===== src/rtl/i2cfq_pkg.sv =====
`timescale 1ns/1ps
package i2cfq_pkg;
  typedef struct packed {
    logic empty;
    logic near;
    logic full;
  } qflags_t;

  localparam int unsigned TX_Q = 0;
  localparam int unsigned RX_Q = 1;
endpackage


===== src/rtl/i2cfq_flush_seq.sv =====
`timescale 1ns/1ps
// Fixed-length flush sequencer: busy for CYCLES cycles, done on the last.
module i2cfq_flush_seq #(
  parameter int unsigned CYCLES = 4
) (
  input  logic clk,
  input  logic rst,
  input  logic start,
  output logic busy,
  output logic done
);
  localparam int unsigned CW = $clog2(CYCLES + 1);

  logic [CW-1:0] left;

  always_ff @(posedge clk) begin
    if (rst) begin
      left <= '0;
    end else if (left != '0) begin
      left <= left - 1'b1;
    end else if (start) begin
      left <= CW'(CYCLES);
    end
  end

  assign busy = (left != '0);
  assign done = (left == CW'(1));
endmodule


===== src/rtl/i2cfq_core.sv =====
`timescale 1ns/1ps
// One byte queue: storage, pointers, occupancy and its flush sequencer.
module i2cfq_core #(
  parameter int unsigned DEPTH     = 16,
  parameter int unsigned DATA_W    = 8,
  parameter int unsigned FLUSH_CYC = 4
) (
  input  logic                           clk,
  input  logic                           rst,
  input  logic                           push,
  input  logic [DATA_W-1:0]              push_data,
  input  logic                           pop,
  output logic [DATA_W-1:0]              pop_data,
  input  logic                           flush_start,
  output logic                           busy,
  output logic                           is_full,
  output logic                           is_empty,
  output logic [$clog2(DEPTH+1)-1:0]     count_nxt
);
  localparam int unsigned AW = (DEPTH > 1) ? $clog2(DEPTH) : 1;
  localparam int unsigned CW = $clog2(DEPTH + 1);

  logic [DATA_W-1:0] mem [DEPTH];
  logic [AW-1:0]     wr_ptr, rd_ptr;
  logic [CW-1:0]     count;
  logic              flush_done;
  logic              push_ok, pop_ok;

  i2cfq_flush_seq #(.CYCLES(FLUSH_CYC)) u_flush (
    .clk   (clk),
    .rst   (rst),
    .start (flush_start),
    .busy  (busy),
    .done  (flush_done)
  );

  assign is_full  = (count == CW'(DEPTH));
  assign is_empty = (count == '0);
  assign push_ok  = push && !busy && !is_full;
  assign pop_ok   = pop  && !busy && !is_empty;

  function automatic logic [AW-1:0] wrap_inc(input logic [AW-1:0] p);
    return (p == AW'(DEPTH - 1)) ? '0 : p + 1'b1;
  endfunction

  always_comb begin
    if (flush_done) begin
      count_nxt = '0;
    end else begin
      unique case ({push_ok, pop_ok})
        2'b10:   count_nxt = count + 1'b1;
        2'b01:   count_nxt = count - 1'b1;
        default: count_nxt = count;
      endcase
    end
  end

  // Storage without reset so it maps onto RAM resources.
  always_ff @(posedge clk) begin
    if (push_ok) begin
      mem[wr_ptr] <= push_data;
    end
  end

  always_ff @(posedge clk) begin
    if (rst || flush_done) begin
      wr_ptr <= '0;
      rd_ptr <= '0;
      count  <= '0;
    end else begin
      if (push_ok) wr_ptr <= wrap_inc(wr_ptr);
      if (pop_ok)  rd_ptr <= wrap_inc(rd_ptr);
      count <= count_nxt;
    end
  end

  assign pop_data = mem[rd_ptr];
endmodule


===== src/rtl/i2cfq_flags.sv =====
`timescale 1ns/1ps
// Registered status flags; HIGH_WATER picks ">= level" or "<= level".
module i2cfq_flags
  import i2cfq_pkg::*;
#(
  parameter int unsigned DEPTH      = 16,
  parameter int unsigned TH_W       = 4,
  parameter bit          HIGH_WATER = 1'b0
) (
  input  logic                       clk,
  input  logic                       rst,
  input  logic [$clog2(DEPTH+1)-1:0] count_nxt,
  input  logic [TH_W-1:0]            level,
  output qflags_t                    flags
);
  localparam int unsigned CW = $clog2(DEPTH + 1);
  localparam int unsigned MW = (CW > TH_W) ? CW : TH_W;

  logic [MW-1:0] cnt_ext, lvl_ext;
  logic          near_d;

  assign cnt_ext = MW'(count_nxt);
  assign lvl_ext = MW'(level);

  generate
    if (HIGH_WATER) begin : g_high
      assign near_d = (cnt_ext >= lvl_ext);
    end else begin : g_low
      assign near_d = (cnt_ext <= lvl_ext);
    end
  endgenerate

  always_ff @(posedge clk) begin
    if (rst) begin
      flags <= '{empty: 1'b1, near: 1'b1, full: 1'b0};
    end else begin
      flags.empty <= (count_nxt == '0);
      flags.near  <= near_d;
      flags.full  <= (count_nxt == CW'(DEPTH));
    end
  end
endmodule


===== src/rtl/i2c_fifo_pair.sv =====
`timescale 1ns/1ps
module i2c_fifo_pair
  import i2cfq_pkg::*;
#(
  parameter int unsigned DEPTH     = 16,
  parameter int unsigned DATA_W    = 8,
  parameter int unsigned TH_W      = 4,
  parameter int unsigned FLUSH_CYC = 4
) (
  input  logic              clk,
  input  logic              rst,
  input  logic              host_tx_wr,
  input  logic [DATA_W-1:0] host_tx_data,
  input  logic              host_rx_rd,
  output logic [DATA_W-1:0] host_rx_rdata,
  output logic              host_rx_rvalid,
  input  logic              thr_tx_we,
  input  logic              thr_rx_we,
  input  logic [TH_W-1:0]   thr_wdata,
  input  logic              flush_we,
  input  logic              flush_tx,
  input  logic              flush_rx,
  output logic              tx_flush_busy,
  output logic              rx_flush_busy,
  output logic              eng_tx_valid,
  output logic [DATA_W-1:0] eng_tx_data,
  input  logic              eng_tx_ready,
  input  logic              eng_rx_valid,
  input  logic [DATA_W-1:0] eng_rx_data,
  output logic              eng_rx_ready,
  output logic              tx_empty,
  output logic              tx_near_empty,
  output logic              tx_full,
  output logic              tx_overrun,
  output logic              rx_empty,
  output logic              rx_near_full,
  output logic              rx_full
);
  localparam int unsigned NQ = 2;
  localparam int unsigned CW = $clog2(DEPTH + 1);

  logic [NQ-1:0]     q_push, q_pop, q_flush, q_busy, q_full, q_empty, q_lvl_we;
  logic [DATA_W-1:0] q_wdata [NQ];
  logic [DATA_W-1:0] q_rdata [NQ];
  logic [CW-1:0]     q_cnt_nxt [NQ];
  logic [TH_W-1:0]   q_level [NQ];
  qflags_t           q_flags [NQ];

  // Channel wiring: transmit is host-in/engine-out, receive the reverse.
  assign q_push[TX_Q]   = host_tx_wr;
  assign q_wdata[TX_Q]  = host_tx_data;
  assign q_pop[TX_Q]    = eng_tx_ready;
  assign q_push[RX_Q]   = eng_rx_valid;
  assign q_wdata[RX_Q]  = eng_rx_data;
  assign q_pop[RX_Q]    = host_rx_rd;
  assign q_flush[TX_Q]  = flush_we && flush_tx;
  assign q_flush[RX_Q]  = flush_we && flush_rx;
  assign q_lvl_we[TX_Q] = thr_tx_we;
  assign q_lvl_we[RX_Q] = thr_rx_we;

  generate
    for (genvar ch = 0; ch < NQ; ch++) begin : g_q
      always_ff @(posedge clk) begin
        if (rst) begin
          q_level[ch] <= '0;
        end else if (q_lvl_we[ch]) begin
          q_level[ch] <= thr_wdata;
        end
      end

      i2cfq_core #(
        .DEPTH     (DEPTH),
        .DATA_W    (DATA_W),
        .FLUSH_CYC (FLUSH_CYC)
      ) u_core (
        .clk         (clk),
        .rst         (rst),
        .push        (q_push[ch]),
        .push_data   (q_wdata[ch]),
        .pop         (q_pop[ch]),
        .pop_data    (q_rdata[ch]),
        .flush_start (q_flush[ch]),
        .busy        (q_busy[ch]),
        .is_full     (q_full[ch]),
        .is_empty    (q_empty[ch]),
        .count_nxt   (q_cnt_nxt[ch])
      );

      i2cfq_flags #(
        .DEPTH      (DEPTH),
        .TH_W       (TH_W),
        .HIGH_WATER (ch == RX_Q)
      ) u_flags (
        .clk       (clk),
        .rst       (rst),
        .count_nxt (q_cnt_nxt[ch]),
        .level     (q_level[ch]),
        .flags     (q_flags[ch])
      );
    end
  endgenerate

  // Overrun pulse and host read return path.
  always_ff @(posedge clk) begin
    if (rst) begin
      tx_overrun     <= 1'b0;
      host_rx_rvalid <= 1'b0;
      host_rx_rdata  <= '0;
    end else begin
      tx_overrun     <= host_tx_wr && !q_busy[TX_Q] && q_full[TX_Q];
      host_rx_rvalid <= host_rx_rd && !q_busy[RX_Q] && !q_empty[RX_Q];
      host_rx_rdata  <= (host_rx_rd && !q_busy[RX_Q] && !q_empty[RX_Q])
                        ? q_rdata[RX_Q] : '0;
    end
  end

  assign eng_tx_valid  = !q_empty[TX_Q] && !q_busy[TX_Q];
  assign eng_tx_data   = q_rdata[TX_Q];
  assign eng_rx_ready  = !q_full[RX_Q] && !q_busy[RX_Q];
  assign tx_flush_busy = q_busy[TX_Q];
  assign rx_flush_busy = q_busy[RX_Q];
  assign tx_empty      = q_flags[TX_Q].empty;
  assign tx_near_empty = q_flags[TX_Q].near;
  assign tx_full       = q_flags[TX_Q].full;
  assign rx_empty      = q_flags[RX_Q].empty;
  assign rx_near_full  = q_flags[RX_Q].near;
  assign rx_full       = q_flags[RX_Q].full;
endmodule


===== config.mk =====
export PLATFORM = sky130hd
export DESIGN_NAME = i2c_fifo_pair
export DESIGN_NICKNAME = d
export VERILOG_FILES = /design/src/rtl/i2cfq_pkg.sv /design/src/rtl/i2cfq_flush_seq.sv /design/src/rtl/i2cfq_core.sv /design/src/rtl/i2cfq_flags.sv /design/src/rtl/i2c_fifo_pair.sv
export SDC_FILE = /design/constraint.sdc
export NUM_CORES = 1
export LEC_CHECK = 0
export ABC_AREA = 1
export CAP_MARGIN = 20
export CORE_ASPECT_RATIO = 1.4
export CORE_MARGIN = 5
export CORE_UTILIZATION = 30
export DETAILED_ROUTE_END_ITERATION = 10
export GPL_ROUTABILITY_DRIVEN = 0
export PLACE_DENSITY = 0.49
export SYNTH_ARGS = -nofsm -noshare
export SYNTH_HDL_FRONTEND = slang
export SYNTH_SLANG_ARGS = --single-unit

===== constraint.sdc =====
create_clock -name clk -period 4.1 [get_ports clk]
set_clock_uncertainty 0.2 [all_clocks]
set_input_delay 0.82 -clock clk [delete_from_list [all_inputs] [get_ports clk]]
set_output_delay 0.82 -clock clk [all_outputs]
set_load 0.01 [all_outputs]

==> summary.md <==
| Metric | Value |
|---|---|
| Grt ovf | `0` |
| I/O pin cnt | `59` |
| Final nets | `1242` |
| Worst Max-Slew Pin Slew | `0.909 ns` |
| Path type of the worst setup path | `flop to primary output` |
| Hold crit path type | `flop to flop` |
| PD cells | `593 mW/mm²` |
| DRT Wirelength | `30100 µm` |
| H-tree depth | `2` |
| Slowest library cell on the worst path | `dfxtp_4` |
| Inserted Clock Buffers | `35` |
| Proportion of power drawn by combinational gates | `26.7%` |
| Worst-path clk slew | `0.06 ns` |
| Synthesized area per cell | `12.0 µm²` |
| CTS max path bufs | `3` |
| Final Max Tran Viols | `0` |
| DR pass1 iterations | `6` |
| Share of cells above drive strength 1 | `8.90%` |
| Tcrit/Tclk final | `88.1%` |
| RSZ-0062 raised after global routing | `no` |
| Max incr delay on CP | `0.69 ns` |
| DRT antenna net count | `0` |
| Fmax | `277 MHz` |
| YS warnings | `0` |
| Slew HR | `39.2%` |
| Crit-path cells | `buf_12 -> mux2i_1 -> o21ai_0 -> o211ai_1 -> nand2_1 -> clkdlybuf4s50_1` |
| Post-synthesis instance area | `0.0133 mm²` |
| Min Tclk post-route | `3.61 ns` |
| Power share of the clock group | `31.0%` |
| Sw Pwr | `0.00290 W` |
| Largest net degree at the start of global routing | `67` |
| DR vias | `8139` |
| Synth Flop Type | `edfxtp_1` |
| Post-Syn Instances | `1108` |
| Worst Hold Depth | `1` |
| TritonCTS Sinks | `316` |
| Cell-internal power | `0.00641 W` |
| Sequential share of power | `42.2%` |
| FFs w/ async S/R, synth | `0%` |
| Clock tree from TritonCTS | `built` |
| Worst VDD drop | `0.000294 V` |
| Setup crit end kind | `primary output` |
| Final Hold Fails | `0` |
| Die Ht | `259 µm` |
| I/O Buffers | `58` |
| PostCTS Resize Cnt | `0` |
| Final setup viols | `0` |
| Vias per std cell | `4.60` |
| Drt wl/cell | `17.0 µm` |
| Sequential area share after synthesis | `67.5%` |
| Hold_buf cts | `0` |
| Max FO, Critical Path | `44` |
| Max-cap violation count | `0` |
| Post-synth EDFFs | `264` |
| Pwr Total | `0.00931 W` |
| Area growth from synthesis to layout | `18.2%` |
| First-pass GRT wire length | `47200 µm` |
| Vias in the first global route | `8206` |
| Gr usage total | `12.4%` |
| Status | `finished clean` |
| Place WS | `0.234 ns` |
| WP data required | `3.08 ns` |
| Worst r2r path cells | `17` |
| Worst EP arrival | `2.59 ns` |
| Static Leak | `5.56 nW` |
| Sw Ratio | `31.2%` |
| Synthesized flop and latch total | `316` |
| Total Negative Setup Slacks | `0 ns` |
| Die Span X | `188 µm` |
| CTS Root Cell | `clkbuf_16` |
| Unique cell type count in the Yosys netlist | `37` |
| Number of cell rows | `91` |
| Final worst setup slack | `0.487 ns` |
| CORE AREA | `0.0439 mm²` |
| Initial antenna violation count | `0` |
| Post-DP HPWL | `20000 µm` |
| Ant. Diodes | `0` |
| Clk_lat worst skew | `0.50 ns` |
| Total die area | `0.0487 mm²` |
| DRC viols | `0` |
| Synthesized Nets | `1162` |
| Setup crit start kind | `flop` |
| Postcts setup bufs | `0` |
| Drt initial violations | `339` |
| Initial Utilization | `30.2%` |
power groups by stage:
| stage | registers (W) | clock network [W] | logic [W] |
|---|---|---|---|
| floorplan | 0.00384 | 0 | 0.00184 |
| global placement | 0.00401 | 0 | 0.00252 |
| detailed placement | 0.00400 | 0 | 0.00253 |
| CTS | 0.00394 | 0.00299 | 0.00255 |
| global route | 0.00397 | 0.00311 | 0.00284 |
| finish | 0.00393 | 0.00289 | 0.00249 |
layer usage:
layer	part of all wire [%]	wire length, µm	track usage (%)
met1	39	11900	13.6
met4	2.5	756	3.86
met5	0	0	0
met2	55	16600	24.1
met3	2.9	881	1.98
synthesized netlist by cell type (2+ instances only):
cell	n	share of area, %
nor2_2	6	0.28
nor2_1	75	2.1
buf_2	10	0.38
xnor2_1	5	0.33
clkbuf_1	32	0.90
or2_2	2	0.094
a31oi_1	8	0.38
a211oi_1	3	0.17
nand3_1	26	0.98
dfxtp_1	52	7.8
a21oi_1	80	3.0
ha_1	23	2.2
buf_1	5	0.14
nand2_1	110	3.1
nand2_2	3	0.14
o21ai_1	9	0.34
nand3b_1	2	0.11
nor2_4	2	0.17
inv_2	3	0.085
nand4_1	2	0.094
nand2_4	5	0.42
nand3_2	6	0.45
mux2i_1	64	4.8
nor3_1	10	0.38
o211ai_1	43	2.4
inv_1	133	3.8
edfxtp_1	264	60
nor4_1	4	0.19
o21ai_0	106	4.0
xor2_1	8	0.53
final cells by class:
| class | count | area [µm²] |
|---|---|---|
| clock inverter | 8 | 40.0 |
| tap | 558 | 698 |
| sequential | 316 | 8980 |
| inverter | 137 | 514 |
| multi-input combinational | 608 | 3610 |
| clock buffer | 54 | 1010 |
| fill | 4394 | 28300 |
| timing repair buffer | 90 | 846 |
logic make-up after synthesis:
logic type               share of synthesized area (%)
AO/OA/AOI/OAI                                     10.5
XOR/XNOR                                         0.979
adder cells (fa/ha/maj)                           2.17
buffers and inverters                             5.29
flip-flops                                        67.5
multiplexers                                      4.82
AND/OR/NAND/NOR                                   8.79
worst paths after layout:
| path | slack (ns) | endpoint | from |
|---|---|---|---|
| worst max-delay path | 0.49 | eng_tx_data[1] | flop |
| worst min-delay path | 0.28 | g_q[1].u_core.u_flush.left[0] | g_q[1].u_core.u_flush.left[0] |
| worst min register to register | 0.28 | g_q[1].u_core.u_flush.left[0] | g_q[1].u_core.u_flush.left[0] |
| worst max register to register | 0.81 | g_q[1].u_flags.flags[1] | g_q[1].u_core.count[0] |
sequential cells by signal (all words and copies together) (netlist names), named ones only:
| signal | flops |
|---|---|
| g_q.u_core.mem | 256 |
| g_q.u_core.wr_ptr | 8 |
| tx_overrun | 1 |
| host_rx_rdata | 8 |
| g_q.u_core.u_flush.left | 6 |
| g_q.u_core.rd_ptr | 8 |
| g_q.u_core.count | 10 |
| host_rx_rvalid | 1 |
| g_q.u_flags.flags | 6 |
| q_level | 8 |
metrics by stage:
stage	hold slack, ns	instances	util [%]	cell area, µm²
detailed placement	0.272	1709	33.3	14600
finish	0.278	1771	35.7	15700
floorplan	0.249	1108	-	13300
CTS	0.281	1771	35.7	15700
global placement	0.262	1709	33.3	14600
global route	0.319	1771	35.7	15700
critical path: cells and delay by family (launching register included):
family	cells	cell delay, ns
muxes	1	0.21
and+or+nand+nor	1	0.08
AOI/OAI and AO/OA	2	0.28
DFF	1	0.69
buffers and inverters	2	0.78
layout by cell type, fill, tap and decap left out, types with 26 or more instances in the layout:
master           netlist  routed
edfxtp_1             264     264
inv_1                133     133
nand2_1              110     110
o21ai_0              106     106
a21oi_1               80      80
nor2_1                75      75
mux2i_1               64      64
clkdlybuf4s50_1        0      58
dfxtp_1               52      50
o211ai_1              43      43
clkbuf_16              0      37
buf_4                  0      30
nand3_1               26      26
(Power assumes the default switching activity.)
